[src/rtl/hif_pkg.sv]
package hif_pkg;

    // Controller states shared by both host protocols
    typedef enum logic [2:0] {
        S_BOOT,
        S_PAR_IDLE,
        S_PAR_READ,
        S_SER_IDLE,
        S_SER_ADDR,
        S_SER_DATA,
        S_SER_HOLD
    } hif_state_e;

    // Pin roles that the protocol fixes
    localparam int STRAP_MODE_BIT = 6;  // high: serial
    localparam int STRAP_LO_BIT   = 4;  // low end of the strap field
    localparam int SER_DIN_BIT    = 1;
    localparam int SER_DOUT_BIT   = 0;

    // Status register bit positions
    localparam int ST_PEND_BIT = 0;
    localparam int ST_ERR_BIT  = 1;
    localparam int ST_SER_BIT  = 2;

endpackage

[src/rtl/hif_sync.sv]
module hif_sync #(
    parameter int W = 10
) (
    input  logic         clk,
    input  logic         rst_n,
    input  logic [W-1:0] d,
    output logic [W-1:0] q
);

    logic [W-1:0] meta;

    always_ff @(posedge clk or negedge rst_n) begin
        if (!rst_n) begin
            meta <= '0;
            q    <= '0;
        end else begin
            meta <= d;
            q    <= meta;
        end
    end

endmodule

[src/rtl/hif_regfile.sv]
module hif_regfile #(
    parameter int DW = 8,
    parameter int AW = 7
) (
    input  logic          clk,
    input  logic          rst_n,
    input  logic          we,
    input  logic [AW-1:0] waddr,
    input  logic [DW-1:0] wdata,
    input  logic [AW-1:0] raddr,
    output logic [DW-1:0] rdata
);

    localparam int NWORDS = 1 << AW;

    logic [DW-1:0] word_q [NWORDS];

    for (genvar g = 0; g < NWORDS; g++) begin : g_word
        always_ff @(posedge clk or negedge rst_n) begin
            if (!rst_n)
                word_q[g] <= '0;
            else if (we && (waddr == AW'(g)))
                word_q[g] <= wdata;
        end
    end

    assign rdata = word_q[raddr];

endmodule

[src/rtl/hif_ctrl.sv]
module hif_ctrl
    import hif_pkg::*;
#(
    parameter int DW = 8,
    parameter int AW = 7
) (
    input  logic          clk,
    input  logic          rst_n,
    input  logic          strap_ser,
    input  logic          strap_err,
    input  logic          stb_s,
    input  logic          sel_s,
    input  logic [DW-1:0] bus_s,
    input  logic          evt,
    input  logic [DW-1:0] reg_rdata,
    output logic          reg_we,
    output logic [AW-1:0] reg_addr,
    output logic [DW-1:0] reg_wdata,
    output logic [DW-1:0] bus_out,
    output logic [DW-1:0] bus_oe,
    output logic          irq_low
);

    localparam int            BCW    = $clog2(DW);
    localparam logic [BCW-1:0] LAST  = BCW'(DW - 1);
    localparam logic [AW-1:0] STAT_A = '1;

    hif_state_e     state, nxt;
    logic [AW-1:0]  addr;
    logic           rd_flag;
    logic [DW-1:0]  sh;
    logic [DW-1:0]  sh_next;
    logic [BCW-1:0] cnt, fcnt;
    logic           dout;
    logic           pending;
    logic           stb_d;
    logic           stb_rise, stb_fall;
    logic [DW-1:0]  status;
    logic [DW-1:0]  rd_val;
    logic           par_wr, ser_wr, ser_last_rise, stat_rd_done;

    assign stb_rise = stb_s & ~stb_d;
    assign stb_fall = ~stb_s & stb_d;
    assign sh_next  = {bus_s[SER_DIN_BIT], sh[DW-1:1]};

    always_comb begin
        status              = '0;
        status[ST_PEND_BIT] = pending;
        status[ST_ERR_BIT]  = strap_err;
        status[ST_SER_BIT]  = strap_ser;
    end

    assign rd_val   = (addr == STAT_A) ? status : reg_rdata;
    assign reg_addr = addr;

    // State register
    always_ff @(posedge clk or negedge rst_n) begin
        if (!rst_n) state <= S_BOOT;
        else        state <= nxt;
    end

    // Next-state logic
    always_comb begin
        nxt = state;
        unique case (state)
            S_BOOT:     nxt = strap_ser ? S_SER_IDLE : S_PAR_IDLE;
            S_PAR_IDLE: if (stb_rise && sel_s && rd_flag) nxt = S_PAR_READ;
            S_PAR_READ: if (stb_fall) nxt = S_PAR_IDLE;
            S_SER_IDLE: if (sel_s) nxt = S_SER_ADDR;
            S_SER_ADDR: begin
                if (!sel_s)                        nxt = S_SER_IDLE;
                else if (stb_rise && cnt == LAST)  nxt = S_SER_DATA;
            end
            S_SER_DATA: begin
                if (!sel_s)                        nxt = S_SER_IDLE;
                else if (stb_rise && cnt == LAST)  nxt = S_SER_HOLD;
            end
            S_SER_HOLD: if (!sel_s) nxt = S_SER_IDLE;
            default:    nxt = S_BOOT;
        endcase
    end

    // Outputs and register-file strobes
    always_comb begin
        ser_last_rise = (state == S_SER_DATA) && sel_s && stb_rise && (cnt == LAST);
        par_wr        = (state == S_PAR_IDLE) && stb_rise && sel_s && !rd_flag;
        ser_wr        = ser_last_rise && !rd_flag;
        reg_we        = (par_wr || ser_wr) && (addr != STAT_A);
        reg_wdata     = par_wr ? bus_s : sh_next;
        stat_rd_done  = (addr == STAT_A) && rd_flag &&
                        (((state == S_PAR_READ) && stb_fall) || ser_last_rise);
        bus_out = '0;
        bus_oe  = '0;
        if (state == S_PAR_READ) begin
            bus_oe  = '1;
            bus_out = rd_val;
        end
        if ((state == S_SER_DATA) && rd_flag && sel_s) begin
            bus_oe[SER_DOUT_BIT]  = 1'b1;
            bus_out[SER_DOUT_BIT] = dout;
        end
        irq_low = pending;
    end

    // Datapath registers
    always_ff @(posedge clk or negedge rst_n) begin
        if (!rst_n) begin
            addr    <= '0;
            rd_flag <= 1'b0;
            sh      <= '0;
            cnt     <= '0;
            fcnt    <= '0;
            dout    <= 1'b0;
            pending <= 1'b0;
            stb_d   <= 1'b0;
        end else begin
            stb_d <= stb_s;
            if (evt)               pending <= 1'b1;
            else if (stat_rd_done) pending <= 1'b0;
            unique case (state)
                S_PAR_IDLE: begin
                    if (stb_rise) begin
                        if (!sel_s) begin
                            addr    <= bus_s[AW-1:0];
                            rd_flag <= bus_s[DW-1];
                        end else if (!rd_flag) begin
                            addr <= addr + AW'(1);
                        end
                    end
                end
                S_PAR_READ: if (stb_fall) addr <= addr + AW'(1);
                S_SER_IDLE: begin
                    cnt  <= '0;
                    fcnt <= '0;
                    dout <= 1'b0;
                end
                S_SER_ADDR: begin
                    if (sel_s && stb_rise) begin
                        sh  <= sh_next;
                        cnt <= (cnt == LAST) ? '0 : cnt + BCW'(1);
                        if (cnt == LAST) begin
                            addr    <= sh_next[AW-1:0];
                            rd_flag <= sh_next[DW-1];
                        end
                    end
                end
                S_SER_DATA: begin
                    if (sel_s) begin
                        if (stb_rise) begin
                            sh  <= sh_next;
                            cnt <= (cnt == LAST) ? '0 : cnt + BCW'(1);
                        end
                        if (stb_fall && rd_flag) begin
                            dout <= rd_val[fcnt];
                            fcnt <= fcnt + BCW'(1);
                        end
                    end
                end
                default: ;
            endcase
        end
    end

    // an event always leaves the interrupt pending
    p_evt_sets_irq_r9: assert property (@(posedge clk) disable iff (!rst_n)
        evt |=> irq_low);

    // a completed status read without a competing event releases the request
    p_stat_clear_r9: assert property (@(posedge clk) disable iff (!rst_n)
        (stat_rd_done && !evt) |=> !irq_low);

    // a parallel read never drives a partial byte
    p_par_oe_full_r5: assert property (@(posedge clk) disable iff (!rst_n)
        (!strap_ser && (bus_oe != '0)) |-> (bus_oe == '1));

    // serial mode only ever enables the data-out bit
    p_ser_oe_bit0_r7: assert property (@(posedge clk) disable iff (!rst_n)
        strap_ser |-> (bus_oe[DW-1:1] == '0));

    // no output is enabled while chip-enable is low in serial mode
    p_ser_oe_needs_ce_r10: assert property (@(posedge clk) disable iff (!rst_n)
        (strap_ser && !sel_s) |-> (bus_oe == '0));

    // data out moves only after a falling clock edge
    p_dout_on_fall_r7: assert property (@(posedge clk) disable iff (!rst_n)
        ((state == S_SER_DATA) && !stb_fall) |=> $stable(dout));

    // the mode stays put after reset release
    p_mode_stable_r1: assert property (@(posedge clk) disable iff (!rst_n)
        (state != S_BOOT) |-> $stable(strap_ser));

endmodule

[src/rtl/hif_dual_port.sv]
module hif_dual_port
    import hif_pkg::*;
#(
    parameter int DATA_W = 8,
    parameter int ADDR_W = 7
) (
    input  logic              clk,
    input  logic              rst_n,
    input  logic              host_stb,
    input  logic              host_sel,
    input  logic [DATA_W-1:0] host_bus_in,
    output logic [DATA_W-1:0] host_bus_out,
    output logic [DATA_W-1:0] host_bus_oe,
    input  logic              core_evt,
    output logic              irq_pull_low
);

    localparam int SYNC_W  = DATA_W + 2;
    localparam int STRAP_W = STRAP_MODE_BIT - STRAP_LO_BIT + 1;

    logic [STRAP_W-1:0] strap_q;
    logic               strap_ser, strap_err;
    logic [SYNC_W-1:0]  sync_q;
    logic               stb_s, sel_s;
    logic [DATA_W-1:0]  bus_s;
    logic               reg_we;
    logic [ADDR_W-1:0]  reg_addr;
    logic [DATA_W-1:0]  reg_wdata, reg_rdata;

    // Strap levels follow the bus while reset is low and freeze at release
    always_ff @(posedge clk) begin
        if (!rst_n) strap_q <= host_bus_in[STRAP_MODE_BIT:STRAP_LO_BIT];
    end

    assign strap_ser = strap_q[STRAP_W-1];
    assign strap_err = !strap_q[STRAP_W-1] && (strap_q[STRAP_W-2:0] != 2'b10);

    hif_sync #(.W(SYNC_W)) u_sync (
        .clk   (clk),
        .rst_n (rst_n),
        .d     ({host_stb, host_sel, host_bus_in}),
        .q     (sync_q)
    );

    assign {stb_s, sel_s, bus_s} = sync_q;

    hif_regfile #(.DW(DATA_W), .AW(ADDR_W)) u_regs (
        .clk   (clk),
        .rst_n (rst_n),
        .we    (reg_we),
        .waddr (reg_addr),
        .wdata (reg_wdata),
        .raddr (reg_addr),
        .rdata (reg_rdata)
    );

    hif_ctrl #(.DW(DATA_W), .AW(ADDR_W)) u_ctrl (
        .clk       (clk),
        .rst_n     (rst_n),
        .strap_ser (strap_ser),
        .strap_err (strap_err),
        .stb_s     (stb_s),
        .sel_s     (sel_s),
        .bus_s     (bus_s),
        .evt       (core_evt),
        .reg_rdata (reg_rdata),
        .reg_we    (reg_we),
        .reg_addr  (reg_addr),
        .reg_wdata (reg_wdata),
        .bus_out   (host_bus_out),
        .bus_oe    (host_bus_oe),
        .irq_low   (irq_pull_low)
    );

endmodule

[config.mk]
export PLATFORM = sky130hd
export DESIGN_NAME = hif_dual_port
export DESIGN_NICKNAME = d
export VERILOG_FILES = /design/src/rtl/hif_pkg.sv /design/src/rtl/hif_sync.sv /design/src/rtl/hif_regfile.sv /design/src/rtl/hif_ctrl.sv /design/src/rtl/hif_dual_port.sv
export SDC_FILE = /design/constraint.sdc
export NUM_CORES = 2
export LEC_CHECK = 0
export CORE_MARGIN = 2
export CORE_UTILIZATION = 68
export DETAILED_ROUTE_END_ITERATION = 16
export HOLD_SLACK_MARGIN = 0.02
export PLACE_DENSITY = 0.85
export SLEW_MARGIN = 25
export SYNTH_ARGS = -nofsm -noshare
export SYNTH_HDL_FRONTEND = slang
export SYNTH_SLANG_ARGS = --single-unit
export TNS_END_PERCENT = 100
[constraint.sdc]
create_clock -name clk -period 7.95 [get_ports clk]
set_clock_uncertainty 0.1 [all_clocks]
set_input_delay 0.795 -clock clk [delete_from_list [all_inputs] [get_ports clk]]
set_output_delay 0.795 -clock clk [all_outputs]
set_load 0.01 [all_outputs]
==> key figures <==
Routing
  • Routed vias/inst: 6.91
  • Routed WL: 140 mm
  • Post-route ant nets: 0
  • Number of remaining DRC errors: 0
  • Initial DRC Count: 5602
  • Vias: 36751
  • DR WL/cell: 26.3 um
  • Drt pass-1 iters: 8

STA
  • Crit share post-route: 80.9%
  • Slew HR: 24.8%
  • Final Hold Slack: 0.0414 ns
  • Fmax: 156 MHz
  • Setup TNS: 0 ns
  • Worst Max-Slew Pin Slew: 1.10 ns
  • Final Hold Violating Endpoints: 0
  • Tmin final: 6.43 ns
  • Final setup margin: 1.52 ns
  • Max-slew violation count: 0
  • Unrepaired setup endpoints after global routing: false
  • Final Setup Violations: 0

Power and ir drop
  • Pleak: 23.0 nW
  • PD cells: 283 nW/um^2
  • Worst vdd ir: 0.269 mV
  • Total power draw: 14.7 mW

Logic synthesis
  • Syn nets: 4491
  • Syn Area/Cell: 10.7 um^2
  • Unique masters post-synth: 72
  • Cells after synthesis: 4471
  • EDFF count, synth: 3
  • Register area share after synthesis: 56.4%
  • Ys async rst share: 99.7%
  • Synthesized area: 47700 um^2
  • Yosys warns: 0
  • Synth Flop Type: dfrtp_1
  • FF+latch count, synth: 1074

Clock network
  • Hold_buf cts: 0
  • Clk_lat worst skew: 0.70 ns
  • Post-CTS Setup Bufs: 0
  • CTS H-tree depth: 3
  • TritonCTS Buffers: 104
  • Clock-pin slew on the worst setup and hold paths: 0.06 ns
  • CTS max path bufs: 3
  • Clock sink total: 1074
  • # resized after CTS: 0
  • CTS root buf: clkbuf_16
  • CTS tree: built

GRT
  • Largest net degree at the start of global routing: 177
  • Grt total ovfl: 0
  • GRT Resource Usage Total: 39.5%
  • Global-route wire length before repair: 214 mm
  • Antenna violations before repair: 6
  • Vias in the first global route: 36057

Critical path
  • Worst R2R Setup Slack: 2.93 ns
  • R2R depth: 10
  • RR Startpoint: u_ctrl.reg_addr[0]$_DFFE_PN0P_
  • Crit path from: u_ctrl.reg_addr[1]$_DFFE_PN0P_
  • CP Capture Point: host_bus_out[6]
  • Crit path kind: flip-flop to output port
  • Critical Path RT: 7.05 ns
  • Crit-path max FO: 44
  • Crit. End Element: output port
  • Worst setup SP type: flip-flop
  • Reg-to-Reg End: u_regs.word_q[756]$_DFFE_PN0P_
  • Crit path DAT: 5.53 ns

Die
  • Die area: 72200 um^2
  • Core Area: 69700 um^2
  • Chip Height: 269 um
  • Initial Util: 68.4%
  • Site Rows: 97
  • I/O Pins: 30
  • Die X: 269 um

Final layout
  • Most frequent cells in the layout: dfrtp_1 (1066), nand2_1 (743), o21ai_0 (636)
  • Layout area overhead: 8.97%
  • Non-filler cells, final: 5319
  • Commonest non-fill, non-tap cell in the layout: dfrtp_1
  • Share of cells above drive strength 1: 12.7%
  • Fillers: 4304
  • Nets@finish: 4313

Run
  • Max-Cap Viols: 0

Outcome
  • Status: finished, final reports clean

Hold path
  • HP Class: primary input to asynchronous set/reset pin

Place
  • Final Wtd Congestion: 0.991
  • Placed instance count: 5125
  • DP HPWL: 84.0 mm
  • I/O Buffers: 29
  • Setup WS pre-CTS: 2.50 ns
[where the power goes]
group	internal, mW	switching (mW)
combinational	1.14	2.34
clock	3.09	2.19
sequential	5.58	0.344
total	9.80	4.87
[worst min-delay path by stage]
stage                             startpoint                              to  slack [ns]  cells after the start
global placement    u_sync.meta[9]$_DFF_PN0_           u_sync.q[9]$_DFF_PN0_        0.23                      0
global route                           rst_n  u_regs.word_q[234]$_DFFE_PN0P_        0.09                      1
detailed placement  u_sync.meta[3]$_DFF_PN0_           u_sync.q[3]$_DFF_PN0_        0.23                      0
CTS                                    rst_n  u_regs.word_q[160]$_DFFE_PN0P_        0.08                      1
floorplan           u_sync.meta[0]$_DFF_PN0_           u_sync.q[0]$_DFF_PN0_        0.23                      0
finish                                 rst_n  u_regs.word_q[250]$_DFFE_PN0P_        0.04                      1
[state kept, by name, summed over array words and instances (netlist names), 3 cells and up]
register,flops
u_ctrl.reg_addr,7
u_ctrl.cnt,3
u_ctrl.state,3
u_ctrl.sh,7
u_regs.word_q,1024
u_sync.meta,10
u_sync.q,10
u_ctrl.fcnt,3
strap_q,3
[logic make-up after synthesis]
| kind of cell | after synthesis | share of synthesized area, % |
|---|---|---|
| AOI/OAI and AO/OA | 1227 | 13.7 |
| muxes | 360 | 13.6 |
| adders and majority gates | 7 | 0.184 |
| DFF | 1074 | 56.4 |
| xor gates and xnor gates | 1 | 0.0184 |
| buffers and inverters | 388 | 3.65 |
| and+or+nand+nor | 1414 | 12.4 |
[per-layer routing]
layer	track usage, %	up-vias	share of wire [%]
li1	-	15282	-
met4	23.7	12	7.1
met2	59.3	2491	46
met3	12.8	700	12
met1	50.8	18266	35
met5	0.541	-	0.12
[metrics by stage]
step	util [%]	area (um^2)
5_1_grt	74.6	51900
4_1_cts	74.4	51900
6_report	74.6	51900
2_1_floorplan	-	47700
3_3_place_gp	69.1	48100
3_5_place_dp	69.2	48200
[cells in the mapped netlist (all sizes together), types with 3 or more instances]
cell type / instances / area (um^2)
mux2: 13 / 146
nand2: 747 / 2830
nor4: 8 / 65.1
nor2b: 21 / 131
ha: 7 / 87.6
a211o: 3 / 26.3
nor4b: 3 / 26.3
inv: 11 / 41.3
a21o: 5 / 37.5
a32oi: 6 / 52.6
a211oi: 7 / 52.6
mux2i: 119 / 1190
nand3: 26 / 130
or2: 5 / 31.3
nand2b: 18 / 113
nor3: 17 / 96.4
nand4: 25 / 156
a2111oi: 4 / 35.0
buf: 139 / 806
and3: 9 / 56.3
o211ai: 8 / 60.1
nor3b: 3 / 22.5
o21ai: 639 / 3200
edfxtp: 3 / 90.1
o21a: 3 / 22.5
a22o: 9 / 78.8
mux4: 228 / 5130
a31oi: 13 / 81.3
o22ai: 8 / 50.1
nand3b: 4 / 30.0
or3: 6 / 37.5
nor2: 498 / 2020
and2: 15 / 93.8
dfrtp: 1071 / 26800
clkbuf: 237 / 890
a21oi: 446 / 2230
o31ai: 3 / 22.5
or4: 5 / 37.5
a22oi: 48 / 360
[worst max-delay path, cell delays in order, from the launching register on]
cell and delay (ns):
dfrtp_4 0.99, buf_4 0.71, mux4_2 0.35, nor3_1 0.10
or4_1 0.53, a21oi_1 0.31, a2111oi_0 0.20, nor4_1 0.89
clkdlybuf4s50_1 0.71
[layout make-up]
class                           count  area (um^2)  share of cell area, %
Timing Repair Buffer               92          936                   1.80
Tap cell                          940         1180                   2.26
Clock buffer                      138         2970                   5.73
Clock inverter                     52          692                   1.33
Inverter                           12         45.0                 0.0867
Antenna cell                        2         5.00                0.00964
Sequential cell                  1074        26900                   51.8
Multi-Input combinational cell   3009        19200                   37.0
Power figures use the tool's default switching activity.
